--- src/rtl/bbs_pkg.sv ---
package bbs_pkg;

    typedef enum logic [1:0] {
        OP_READ   = 2'd0,
        OP_WRITE  = 2'd1,
        OP_FETCH  = 2'd2,
        OP_BSTORE = 2'd3
    } bbs_op_e;

    typedef enum logic [3:0] {
        ST_IDLE,
        ST_HI_T1,
        ST_HI_T2,
        ST_HI_W1,
        ST_HI_W2,
        ST_LO_T1,
        ST_LO_T2,
        ST_LO_W1,
        ST_LO_W2,
        ST_DONE
    } bbs_state_e;

endpackage

--- src/rtl/bbs_fsm.sv ---
module bbs_fsm
    import bbs_pkg::*;
(
    input  logic       clk,
    input  logic       rst_n,
    input  logic       req,
    input  logic [1:0] op,
    input  logic       pc_load,
    input  logic       ready,
    output logic       accept,
    output logic       idle,
    output logic       cap_hi,
    output logic       cap_lo,
    output logic       merge,
    output logic       fetch_end,
    output logic       smp,
    output logic       lane_lo,
    output logic       done,
    output logic       mem_en_n,
    output logic       we_n,
    output logic       dbin,
    output logic       iaq
);

    bbs_state_e state_q, state_d;
    bbs_op_e    op_q;
    logic       wr_q;

    logic hi_end, lo_end, finish, again, xfer;

    assign hi_end = (state_q == ST_HI_T2) || (state_q == ST_HI_W2);
    assign lo_end = (state_q == ST_LO_T2) || (state_q == ST_LO_W2);
    assign smp    = hi_end || lo_end;
    assign accept = (state_q == ST_IDLE) && req && !pc_load;
    assign finish = lo_end && ready;
    assign again  = finish && (op_q == OP_BSTORE) && !wr_q;

    // next-state logic
    always_comb begin
        state_d = state_q;
        unique case (state_q)
            ST_IDLE:  if (accept) state_d = ST_HI_T1;
            ST_HI_T1: state_d = ST_HI_T2;
            ST_HI_T2,
            ST_HI_W2: state_d = ready ? ST_LO_T1 : ST_HI_W1;
            ST_HI_W1: state_d = ST_HI_W2;
            ST_LO_T1: state_d = ST_LO_T2;
            ST_LO_T2,
            ST_LO_W2: begin
                if (!ready)     state_d = ST_LO_W1;
                else if (again) state_d = ST_HI_T1;
                else            state_d = ST_DONE;
            end
            ST_LO_W1: state_d = ST_LO_W2;
            ST_DONE:  state_d = ST_IDLE;
            default:  state_d = ST_IDLE;
        endcase
    end

    // state register and per-operation flags
    always_ff @(posedge clk) begin
        if (!rst_n) begin
            state_q <= ST_IDLE;
            op_q    <= OP_READ;
            wr_q    <= 1'b0;
        end else begin
            state_q <= state_d;
            if (accept) begin
                op_q <= bbs_op_e'(op);
                wr_q <= (bbs_op_e'(op) == OP_WRITE);
            end else if (again) begin
                wr_q <= 1'b1;
            end
        end
    end

    // outputs decoded from the state
    always_comb begin
        xfer    = 1'b0;
        lane_lo = 1'b0;
        idle    = 1'b0;
        done    = 1'b0;
        unique case (state_q)
            ST_IDLE:  idle = 1'b1;
            ST_HI_T1, ST_HI_T2, ST_HI_W1, ST_HI_W2: xfer = 1'b1;
            ST_LO_T1, ST_LO_T2, ST_LO_W1, ST_LO_W2: begin
                xfer    = 1'b1;
                lane_lo = 1'b1;
            end
            ST_DONE:  done = 1'b1;
            default:  idle = 1'b0;
        endcase
        mem_en_n  = !xfer;
        we_n      = !(xfer && wr_q);
        dbin      = xfer && !wr_q;
        iaq       = xfer && !lane_lo && (op_q == OP_FETCH);
        cap_hi    = hi_end && ready && !wr_q;
        cap_lo    = lo_end && ready && !wr_q;
        merge     = again;
        fetch_end = finish && (op_q == OP_FETCH);
    end

    // completion pulse lasts a single cycle
    a_r9_done_pulse: assert property (@(posedge clk) disable iff (!rst_n)
        done |=> !done);

    // write strobe only inside an enabled, non-read cycle
    a_r5_we_in_cycle: assert property (@(posedge clk) disable iff (!rst_n)
        !we_n |-> (!mem_en_n && !dbin));

    // acquisition flag only on the first (high) byte of a transfer
    a_r7_iaq_first: assert property (@(posedge clk) disable iff (!rst_n)
        iaq |-> (!mem_en_n && !lane_lo));

    // a READY-low sample keeps the transfer and its strobes unchanged
    a_r8_wait_held: assert property (@(posedge clk) disable iff (!rst_n)
        (smp && !ready) |=> (!mem_en_n && $stable(lane_lo) && $stable(we_n) && $stable(iaq)));

endmodule

--- src/rtl/bbs_pc.sv ---
module bbs_pc #(
    parameter int CW = 16,
    parameter int AW = 14
) (
    input  logic          clk,
    input  logic          rst_n,
    input  logic          pc_ld,
    input  logic [CW-1:0] pc_in,
    input  logic          fetch_end,
    output logic [CW-1:0] pc_q
);

    localparam logic [CW-1:0] PC_MASK = {{(CW-AW){1'b0}}, {(AW-1){1'b1}}, 1'b0};
    localparam logic [CW-1:0] STEP    = CW'(2);

    always_ff @(posedge clk) begin
        if (!rst_n)
            pc_q <= '0;
        else if (pc_ld)
            pc_q <= pc_in & PC_MASK;
        else if (fetch_end)
            pc_q <= (pc_q + STEP) & PC_MASK;
    end

    // the counter moves only on a load or at the end of a fetch
    a_r11_pc_quiet: assert property (@(posedge clk) disable iff (!rst_n)
        (!pc_ld && !fetch_end) |=> $stable(pc_q));

endmodule

--- src/rtl/bbs_datapath.sv ---
module bbs_datapath #(
    parameter int CW = 16,
    parameter int AW = 14,
    parameter int BW = 8
) (
    input  logic            clk,
    input  logic            rst_n,
    input  logic            accept,
    input  logic            is_fetch,
    input  logic [CW-1:0]   addr,
    input  logic [2*BW-1:0] wdata,
    input  logic [CW-1:0]   pc,
    input  logic            cap_hi,
    input  logic            cap_lo,
    input  logic            merge,
    input  logic            fetch_end,
    input  logic            smp,
    input  logic            ready,
    input  logic            lane_lo,
    input  logic [BW-1:0]   bus_din,
    output logic [AW-1:0]   bus_addr,
    output logic [BW-1:0]   bus_dout,
    output logic [2*BW-1:0] rdata,
    output logic [2*BW-1:0] ir
);

    localparam int WW    = 2 * BW;
    localparam int LANES = WW / BW;

    logic [AW-1:0] addr_q;
    logic [BW-1:0] wbyte_q;
    logic [WW-1:0] word_w;
    logic [WW-1:0] ir_q;
    logic          unused_hi;

    assign unused_hi = ^{addr[CW-1:AW], pc[CW-1:AW]};

    always_ff @(posedge clk) begin
        if (!rst_n) begin
            addr_q  <= '0;
            wbyte_q <= '0;
        end else if (accept) begin
            addr_q  <= is_fetch ? pc[AW-1:0] : addr[AW-1:0];
            wbyte_q <= wdata[BW-1:0];
        end
    end

    // one register per byte lane; lane 1 is the high (even-address) byte
    for (genvar g = 0; g < LANES; g++) begin : g_lane
        localparam bit IS_HI = (g == LANES - 1);
        logic [BW-1:0] lane_q;
        logic          cap_me, pick;

        assign cap_me = IS_HI ? cap_hi : cap_lo;
        assign pick   = merge && (addr_q[0] != IS_HI);

        always_ff @(posedge clk) begin
            if (!rst_n)
                lane_q <= '0;
            else if (accept)
                lane_q <= wdata[g*BW +: BW];
            else if (pick)
                lane_q <= wbyte_q;
            else if (cap_me)
                lane_q <= bus_din;
        end

        assign word_w[g*BW +: BW] = lane_q;
    end

    always_ff @(posedge clk) begin
        if (!rst_n)
            ir_q <= '0;
        else if (fetch_end)
            ir_q <= {word_w[WW-1:BW], bus_din};
    end

    assign bus_addr = {addr_q[AW-1:1], lane_lo};
    assign bus_dout = lane_lo ? word_w[BW-1:0] : word_w[WW-1:BW];
    assign rdata    = word_w;
    assign ir       = ir_q;

    // address and write data stay put across a held transfer
    a_r8_bus_held: assert property (@(posedge clk) disable iff (!rst_n)
        (smp && !ready) |=> ($stable(bus_addr) && $stable(bus_dout)));

endmodule

--- src/rtl/byte_bus_seq.sv ---
module byte_bus_seq #(
    parameter int CW = 16,
    parameter int AW = 14,
    parameter int BW = 8
) (
    input  logic            clk,
    input  logic            rst_n,
    input  logic            req,
    input  logic [1:0]      op,
    input  logic [CW-1:0]   addr,
    input  logic [2*BW-1:0] wdata,
    input  logic            pc_load,
    input  logic [CW-1:0]   pc_in,
    output logic            done,
    output logic [2*BW-1:0] rdata,
    output logic [2*BW-1:0] ir,
    output logic [CW-1:0]   pc,
    output logic [AW-1:0]   bus_addr,
    output logic [BW-1:0]   bus_dout,
    input  logic [BW-1:0]   bus_din,
    output logic            mem_en_n,
    output logic            we_n,
    output logic            dbin,
    output logic            iaq,
    input  logic            ready
);
    import bbs_pkg::*;

    logic accept, idle, cap_hi, cap_lo, merge, fetch_end, smp, lane_lo;
    logic pc_ld, is_fetch;

    assign pc_ld    = pc_load && idle;
    assign is_fetch = (bbs_op_e'(op) == OP_FETCH);

    bbs_fsm u_fsm (
        .clk       (clk),
        .rst_n     (rst_n),
        .req       (req),
        .op        (op),
        .pc_load   (pc_load),
        .ready     (ready),
        .accept    (accept),
        .idle      (idle),
        .cap_hi    (cap_hi),
        .cap_lo    (cap_lo),
        .merge     (merge),
        .fetch_end (fetch_end),
        .smp       (smp),
        .lane_lo   (lane_lo),
        .done      (done),
        .mem_en_n  (mem_en_n),
        .we_n      (we_n),
        .dbin      (dbin),
        .iaq       (iaq)
    );

    bbs_pc #(.CW(CW), .AW(AW)) u_pc (
        .clk       (clk),
        .rst_n     (rst_n),
        .pc_ld     (pc_ld),
        .pc_in     (pc_in),
        .fetch_end (fetch_end),
        .pc_q      (pc)
    );

    bbs_datapath #(.CW(CW), .AW(AW), .BW(BW)) u_dp (
        .clk       (clk),
        .rst_n     (rst_n),
        .accept    (accept),
        .is_fetch  (is_fetch),
        .addr      (addr),
        .wdata     (wdata),
        .pc        (pc),
        .cap_hi    (cap_hi),
        .cap_lo    (cap_lo),
        .merge     (merge),
        .fetch_end (fetch_end),
        .smp       (smp),
        .ready     (ready),
        .lane_lo   (lane_lo),
        .bus_din   (bus_din),
        .bus_addr  (bus_addr),
        .bus_dout  (bus_dout),
        .rdata     (rdata),
        .ir        (ir)
    );

endmodule

--- config.mk ---
export PLATFORM = sky130hd
export DESIGN_NAME = byte_bus_seq
export DESIGN_NICKNAME = d
export VERILOG_FILES = /design/src/rtl/bbs_pkg.sv /design/src/rtl/bbs_fsm.sv /design/src/rtl/bbs_pc.sv /design/src/rtl/bbs_datapath.sv /design/src/rtl/byte_bus_seq.sv
export SDC_FILE = /design/constraint.sdc
export NUM_CORES = 1
export LEC_CHECK = 0
export ABC_AREA = 1
export BUFFER_PORTS_ARGS = -buffer_cell sky130_fd_sc_hd__buf_2
export CORE_UTILIZATION = 54
export DETAILED_ROUTE_END_ITERATION = 8
export MAX_ROUTING_LAYER = met4
export PLACE_DENSITY_LB_ADDON = 0.15
export SLEW_MARGIN = 5
export SYNTH_ARGS = -nofsm -noshare
export SYNTH_HDL_FRONTEND = slang
export SYNTH_SLANG_ARGS = --single-unit
--- constraint.sdc ---
create_clock -name clk -period 2.7 [get_ports clk]
set_clock_uncertainty 0.15 [all_clocks]
set_input_delay 0.405 -clock clk [delete_from_list [all_inputs] [get_ports clk]]
set_output_delay 0.405 -clock clk [all_outputs]
set_load 0.01 [all_outputs]
After elaboration in Yosys (flattened, before gate mapping)
Cells that the tools add are included.

Add/sub/neg operators: 1. $mul: 0. Divide/modulo/power cells: 0. Magnitude comparators: 0. Equality and inequality tests: 14. Shift-type cells: 0. Multiplexer cells: 21. Bitwise gates (word level): 1. Reductions and logical operators: 32.

Operator list (number): two-way mux 8 bit (7); two-way mux 14 bit (3); one-hot mux 4 bit (7 select lines) (1); equality test 4 x 3 -> 1 bit, second input constant (4); logical AND 1 bit (16); adder 14 x 2 -> 14 bit, second input constant (1); two-way mux 4 bit (3); equality test 4 x 2 -> 1 bit, second input constant (2); equality test 4 bit, second input constant (2); OR reduction 8 bit (1); equality test 2 bit, second input constant (3); two-way mux 1 bit (6); nonzero test 3 bit (2); zero test 1 bit (5); equality test 4 x 1 -> 1 bit, second input constant (1); zero test 4 bit (1); nonzero test 2 bit (2); OR reduction 2 bit (2); OR reduction 4 bit (1); two-way mux 3 bit (1); equality test 2 x 1 -> 1 bit, second input constant (1); logical OR 1 bit (2); != test 2 bit, second input constant (1); inverter 1 bit (1).

Flip-flop bits (word level): 74. Latch bits: 0. RAM bits: 0. ROM bits: 0. Input port bits: 63. Output and inout port bits: 75. Word-level logic and storage cells: 78. Memories kept: 0.

Longest topological paths before layout
Gate-level depths: netlist of the first run.

Depth in word-level cells: 8. Depth in mapped cells: 11. Gate-level depth less buffers: 11.

Hierarchy
A second synthesis of the first run with hierarchy kept.

Cell total of the unflattened synthesis: 574. Area, all modules: 3962.6 µm².

By module, submodules not included: bbs_datapath (times used 1, cells an instance 369, area each 2587.5 µm², seq. area each 1081.0 µm²); bbs_pc (times used 1, cells an instance 119, area each 824.5 µm², seq. area each 260.2 µm²); bbs_fsm (times used 1, cells an instance 82, area each 533.0 µm², seq. area each 140.1 µm²); byte_bus_seq (times used 1, cells an instance 4, area each 17.5 µm², seq. area each 0.0 µm²).

Worst setup path after synthesis of the first run
Ideal clock, no wire load.

Path kind: register to output. Start: register u_fsm.state_q[0]. End: output iaq. Data arrival time: 1.400 ns. Data required time: 2.145 ns. Slack: 0.745 ns. Cell stages (with the launch flop): 8. Path buffers: 1. Cells stage by stage: dfxtp_1 nor2_1 nand2_1 nand2_4 a21oi_1 inv_2 buf_2 nor4_1.

Cells in the longest elaborated chain, start to end: 6. Elaborated cells on any way between the ends: 15. Classes of those cells: 8 x eq/ne; 2 x mux; 5 x reduce/logical.

RTL lines: from (decl) (line bbs_fsm.sv:25) `bbs_state_e state_q, state_d;`; from (signal assigned) (line bbs_fsm.sv:67) `state_q <= state_d;`; equality test 4 x 3 -> 1 bit or equality test 4 bit (tied branches) (line bbs_fsm.sv:83) `unique case (state_q)`; OR reduction 4 bit (*); two-way mux 1 bit (*) (line bbs_fsm.sv:83); named net lane_lo (line byte_bus_seq.sv:29) `logic accept, idle, cap_hi, cap_lo, merge, fetch_end, smp, lane_lo;`; zero test 1 bit (*) (line bbs_fsm.sv:96) `iaq = xfer && !lane_lo && (op_q == OP_FETCH);`; logical AND 1 bit (*) (2 in a row) (line bbs_fsm.sv:96); to (decl) (line byte_bus_seq.sv:24) `output logic iaq,`.

The timed path passes the listed nets; every way through them passes the cells marked *.

Worst setup path after layout of the first run
Start: register u_fsm.state_q[0]. End: output iaq.

Cells in the longest elaborated chain, start to end: 6. Elaborated cells on any way between the ends: 15. Classes of those cells: 8 x eq/ne; 2 x mux; 5 x reduce/logical.

RTL lines (line): equality test 4 x 3 -> 1 bit or equality test 4 bit (tied branches) (bbs_fsm.sv:83); OR reduction 4 bit; two-way mux 1 bit (bbs_fsm.sv:83); zero test 1 bit (bbs_fsm.sv:96); logical AND 1 bit (*) (2 in a row) (bbs_fsm.sv:96).

Mark *: on every way between the ends. The rest lies on a longest branch, timed or not.

==> results.toml, run 1 <==
[critical_path]
cp_data_required_time_ps = 2140
path_class = "reg2out"
crit_path_max_fanout = 6
endpoint_kind = "primary output"
start_kind = "flop"
critPathArrivalTime_ps = 1920

[route]
drt-pass1-iter-count = 5
ant_nets = 0
vias = 4140
vias_per_cell = 5.45
drc = 0
drtIter0Drc = 365
routed_wl_um = 10700
wl_per_cell_um = 14.2

[final_layout]
fill_cells = 672
fin_area_um2 = 4580
synthToLayoutAreaGrowth_pct = 19.7
nNetsFinal = 723
n_antenna_cell = 0
final_cells = 759
drive_gt1_share_pct = 25.3

[clocking]
cts_resized = 0
cts_num_sinks = 74
cts_hold_buf = 0
path_clk_slew_ps = 80
htree_levels = 3
cts_root_buf = "clkbuf_8"
cts_setup_buffers = 0
numCtsBuffers = 9
worstSkewPairLatency_ps = 340
cts_buffer_depth = 2
cts_tree = "yes"

[synth]
yosys.cell_types.count = 36
synth_edf_count = 0
netlist_area_um2 = 3830
synth-main-ff-cell = "dfxtp_1"
ys_async_sr_fraction_pct = 0
netlist_instances = 556
ys_seq_area_share_pct = 38.7
syn_area_per_cell_um2 = 6.89
synth-seq-cells = 74
yosysWarnings = 0

[global_routing]
grt_pass1_wl_um = 17100
grt.total_usage_pct = 30.3
grt_pass1_vias = 3597
grt.overflow.total = 0
antenna_found_initial = 0
grt_max_degree = 42

[place]
hpwl_um = 7550
post_dp_cell_area_um2 = 4380
numPortBuffers = 129
dp_cells = 744
routabilityCongestion = 0.905

[flow_run]
max_cap_violations = 0

[floorplan]
initial_core_util_pct = 56.1
num_rows = 30
core_area_um2 = 6830
die_area_um2 = 7430
die_w_um = 86.2
io_pins = 138
die_h_um = 86.2

[sta]
setup_viol = 0
hold_viol_final = 0
min_period_over_period_pct = 91.6
period_minus_slack_ps = 2470
rsz0062_at_grt = "false"
relSlewSlack_pct = 49.3
holdWs_ps = 155
worst_pin_slew_ps = 759
final-max-slew-violation-count = 0
timing.fmax_mhz = 404
finalSetupTns_ps = 0

[power]
p_leak_nw = 2.25
p_total_mw = 3.08
vdd_drop_max_v = 0.000408
p_per_area_nw_per_um2 = 671

[hold_path]
min_path_type = "in2reg"

[outcome]
status = "complete, no violations"
-- flip-flops by register name, summed over array words and instances, names as in the netlist --
signal / count
u_fsm.op_q: 2
u_dp.addr_q: 14
u_fsm.state_q: 4
u_dp.ir: 16
u_dp.g_lane.lane_q: 16
u_dp.wbyte_q: 8
u_pc.pc_q: 13
u_fsm.wr_q: 1
-- kinds of logic (layout without fill, tap and decap cells) --
group                    Yosys count  after routing  synth area share [%]
AO/OA/AOI/OAI                    143            143                  20.7
XOR/XNOR                           3              3                 0.686
other                              1              3                0.0979
AND/OR/NAND/NOR                  222            222                  26.1
flip-flops                        74             74                  38.7
buffers and inverters            112            217                  13.4
adder cells (fa/ha/maj)            1              1                 0.327
-- path summary, 6_finish.rpt --
check	start	end	slack, ps	cells past startpoint
setup / recovery	u_fsm.state_q[0]$_SDFFE_PN0P_	iaq	230	6
hold / removal	addr[6]	u_dp.addr_q[6]$_SDFFE_PN0P_	150	3
setup reg to reg	u_fsm.state_q[0]$_SDFFE_PN0P_	u_dp.g_lane[1].lane_q[2]$_SDFFE_PN0P_	520	9
hold reg to reg	u_dp.wbyte_q[2]$_SDFFE_PN0P_	u_dp.wbyte_q[2]$_SDFFE_PN0P_	340	2
-- cells in the mapped netlist (all sizes together) (3+ instances only) --
cell      n  area, µm²
nand3    26        165
nand2   126        493
buf      30        201
o211ai    4       30.0
a211oi   13       97.6
dfxtp    74       1480
clkbuf   12       47.6
xor2      3       26.3
o221ai    4       35.0
nand4    11       75.1
o21ai    53        265
inv      69        262
a31oi     7       43.8
nor2     46        198
a21oi    58        290
nor3     11       55.1
-- report_power, final --
part | switching (mW) | internal, mW | total (mW)
clock network | 0.424 | 0.511 | 0.935
registers | 0.0965 | 1.21 | 1.31
logic | 0.534 | 0.295 | 0.829
total | 1.05 | 2.02 | 3.08
-- layout by cell type, fill, tap and decap left out, drive strengths merged, types with 4 or more instances in the layout --
cell      n
clkinv    4
nand3    26
nor3     11
o211ai    4
a211oi   13
a21oi    58
buf     132
inv      69
a31oi     7
dfxtp    74
nor2     46
nand4    11
clkbuf    9
nand2   126
o21ai    53
o221ai    4
-- layer usage --
metal	wire (µm)	vias up	global-route usage, %
met1	4920	1924	44.5
met4	134	0	10.8
met2	4760	191	42.2
met3	924	8	4.29
li1	-	2017	-
met5	0	-	-
-- through the flow --
stage | worst slack [ps] | utilization, %
finish | 227 | 67.1
global route | 77.5 | 67.1
CTS | 253 | 67.1
detailed placement | 563 | 64.1
global placement | 658 | 64.1
floorplan | 745 | -
-- cell type report --
| cell class | instances | area [µm²] | share of cell area, % |
|---|---|---|---|
| Clock buffer | 9 | 124 | 2.70 |
| Clock inverter | 6 | 82.6 | 1.80 |
| Inverter | 70 | 265 | 5.79 |
| Multi-Input combinational cell | 372 | 1840 | 40.2 |
| Sequential cell | 74 | 1480 | 32.3 |
| Tap cell | 96 | 120 | 2.62 |
| Timing Repair Buffer | 132 | 668 | 14.6 |
-- worst max-delay path: stages (launching register included) --
cell and delay, ps:
dfxtp_1 370, nor2_1 190, inv_2 70, o21ai_0 340, nand2_1 150, nor4_1 270
buf_2 180
(Power assumes the default switching activity.)
==> run 2: changes to the inputs <==
==> constraint.sdc (replaced) <==
create_clock -name clk -period 2.7 [get_ports clk]
set_clock_uncertainty 0.15 [all_clocks]
set_input_delay 0.135 -clock clk [delete_from_list [all_inputs] [get_ports clk]]
set_output_delay 0.135 -clock clk [all_outputs]
set_load 0.01 [all_outputs]
==> results.toml, run 2 (synthesis results as in run 1) <==
[clocking]
htree_levels = 3
worstSkewPairLatency_ps = 350
path_clk_slew_ps = 80
cts_num_sinks = 74
cts_resized = 0
numCtsBuffers = 9
cts_tree = "yes"
cts_hold_buf = 52
cts_root_buf = "clkbuf_8"
cts_buffer_depth = 2
cts_setup_buffers = 0

[sta]
hold_viol_final = 0
rsz0062_at_grt = "false"
period_minus_slack_ps = 2530
fin_ws_ps = 169
finalSetupTns_ps = 0
setup_viol = 0
min_period_over_period_pct = 93.8
holdWs_ps = 20.1
relSlewSlack_pct = 50.5
timing.fmax_mhz = 395
final-max-slew-violation-count = 0
worst_pin_slew_ps = 740

[critical_path]
endpoint_kind = "flop"
critPathMaxStageDelay_ps = 570
r2r_cells = 8
cp_data_required_time_ps = 2840
path_class = "reg2reg"
path_cells = "nor2_1, inv_2, nor2_2, nand2_2, inv_2, o21ai_0, a31oi_1, dlygate4sd3_1"
critPathArrivalTime_ps = 2670
cpMaxStageDelayCell = "dlygate4sd3_1"
cp_common_cell = "inv_2"
start_kind = "flop"
crit_path_max_fanout = 41

[global_routing]
grt_pass1_wl_um = 18300
antenna_found_initial = 0
grt.overflow.total = 0
grt_pass1_vias = 3888
grt_max_degree = 42
grt.total_usage_pct = 32.5

[place]
routabilityCongestion = 0.904
dpl_worst_slack_ps = 601
numPortBuffers = 129
hpwl_um = 7610

[route]
vias = 4432
routed_wl_um = 11800
ant_nets = 0
drt-pass1-iter-count = 5
vias_per_cell = 5.45
wl_per_cell_um = 14.5
drtIter0Drc = 353
drc = 0

[final_layout]
n_antenna_cell = 0
fin_util_pct = 75.7
synthToLayoutAreaGrowth_pct = 35.0
layout_common_cells = "buf_2 (129), nand2_1 (122), dfxtp_1 (74)"
drive_gt1_share_pct = 23.6
fill_cells = 545
final_common_cell = "buf_2"
nNetsFinal = 776

[floorplan]
num_rows = 30
io_pins = 138
die_h_um = 86.2
die_w_um = 86.2
die_area_um2 = 7430
core_area_um2 = 6830
initial_core_util_pct = 56.1

[hold_path]
holdPathStages = 3
min_path_type = "in2reg"

[outcome]
status = "complete, no violations"

[power]
p_per_area_nw_per_um2 = 653
p_leak_nw = 2.51
vdd_drop_max_v = 0.000407

[flow_run]
max_cap_violations = 0
## run 2: cell types whose count changed in the layout (fill, tap and decap cells not counted), sizes merged
cell,before,now
clkinvlp,1,0
clkinv,4,2
buf,132,133
dlygate4sd3,0,52
bufinv,2,4
clkbuf,9,11
## run 2: routing by layer
layer / global-route usage, % / share of wire (%)
met1: 43.4 / 43
met5: - / 0
met4: 13.8 / 3.0
met2: 49.8 / 45
met3: 4.29 / 9.0
## run 2: path summary, 6_finish.rpt
path	start	slack, ps	end
max	u_fsm.state_q[0]$_SDFFE_PN0P_	170	u_dp.addr_q[2]$_SDFFE_PN0P_
min reg2reg	u_dp.wbyte_q[2]$_SDFFE_PN0P_	340	u_dp.wbyte_q[2]$_SDFFE_PN0P_
min	op[1]	20	u_fsm.op_q[1]$_SDFFE_PN0P_
max reg2reg	u_fsm.state_q[0]$_SDFFE_PN0P_	170	u_dp.addr_q[2]$_SDFFE_PN0P_
## run 2: critical path, delay by kind of cell (launching register included)
family,cells,cell delay (ps)
and+or+nand+nor,3,450
buffers and inverters,3,1160
AOI/OAI and AO/OA,2,350
DFF,1,360
## run 2: area by class of cell
| class | count | area [µm²] | share of cell area, % |
|---|---|---|---|
| inverter | 70 | 265 | 5.13 |
| clock inverter | 5 | 125 | 2.42 |
| sequential | 74 | 1480 | 28.6 |
| multi-input combinational | 372 | 1840 | 35.6 |
| timing repair buffer | 185 | 1200 | 23.1 |
| tap | 96 | 120 | 2.32 |
| clock buffer | 11 | 141 | 2.73 |
## run 2: report_power, final
| part | internal [mW] | total (mW) | switching, mW |
|---|---|---|---|
| sequential | 1.21 | 1.31 | 0.0972 |
| combinational | 0.349 | 0.906 | 0.557 |
| clock | 0.732 | 1.16 | 0.430 |
| total | 2.30 | 3.38 | 1.08 |
## run 2: per-stage QoR
| stage | std cells | area (µm²) | power (mW) |
|---|---|---|---|
| after floorplan | 558 | 3840 | 1.88 |
| after global placement | 745 | 4380 | 2.13 |
| after detailed placement | 745 | 4380 | 2.15 |
| after CTS | 813 | 5170 | 3.35 |
| after global routing | 813 | 5170 | 3.53 |
| final | 813 | 5170 | 3.38 |
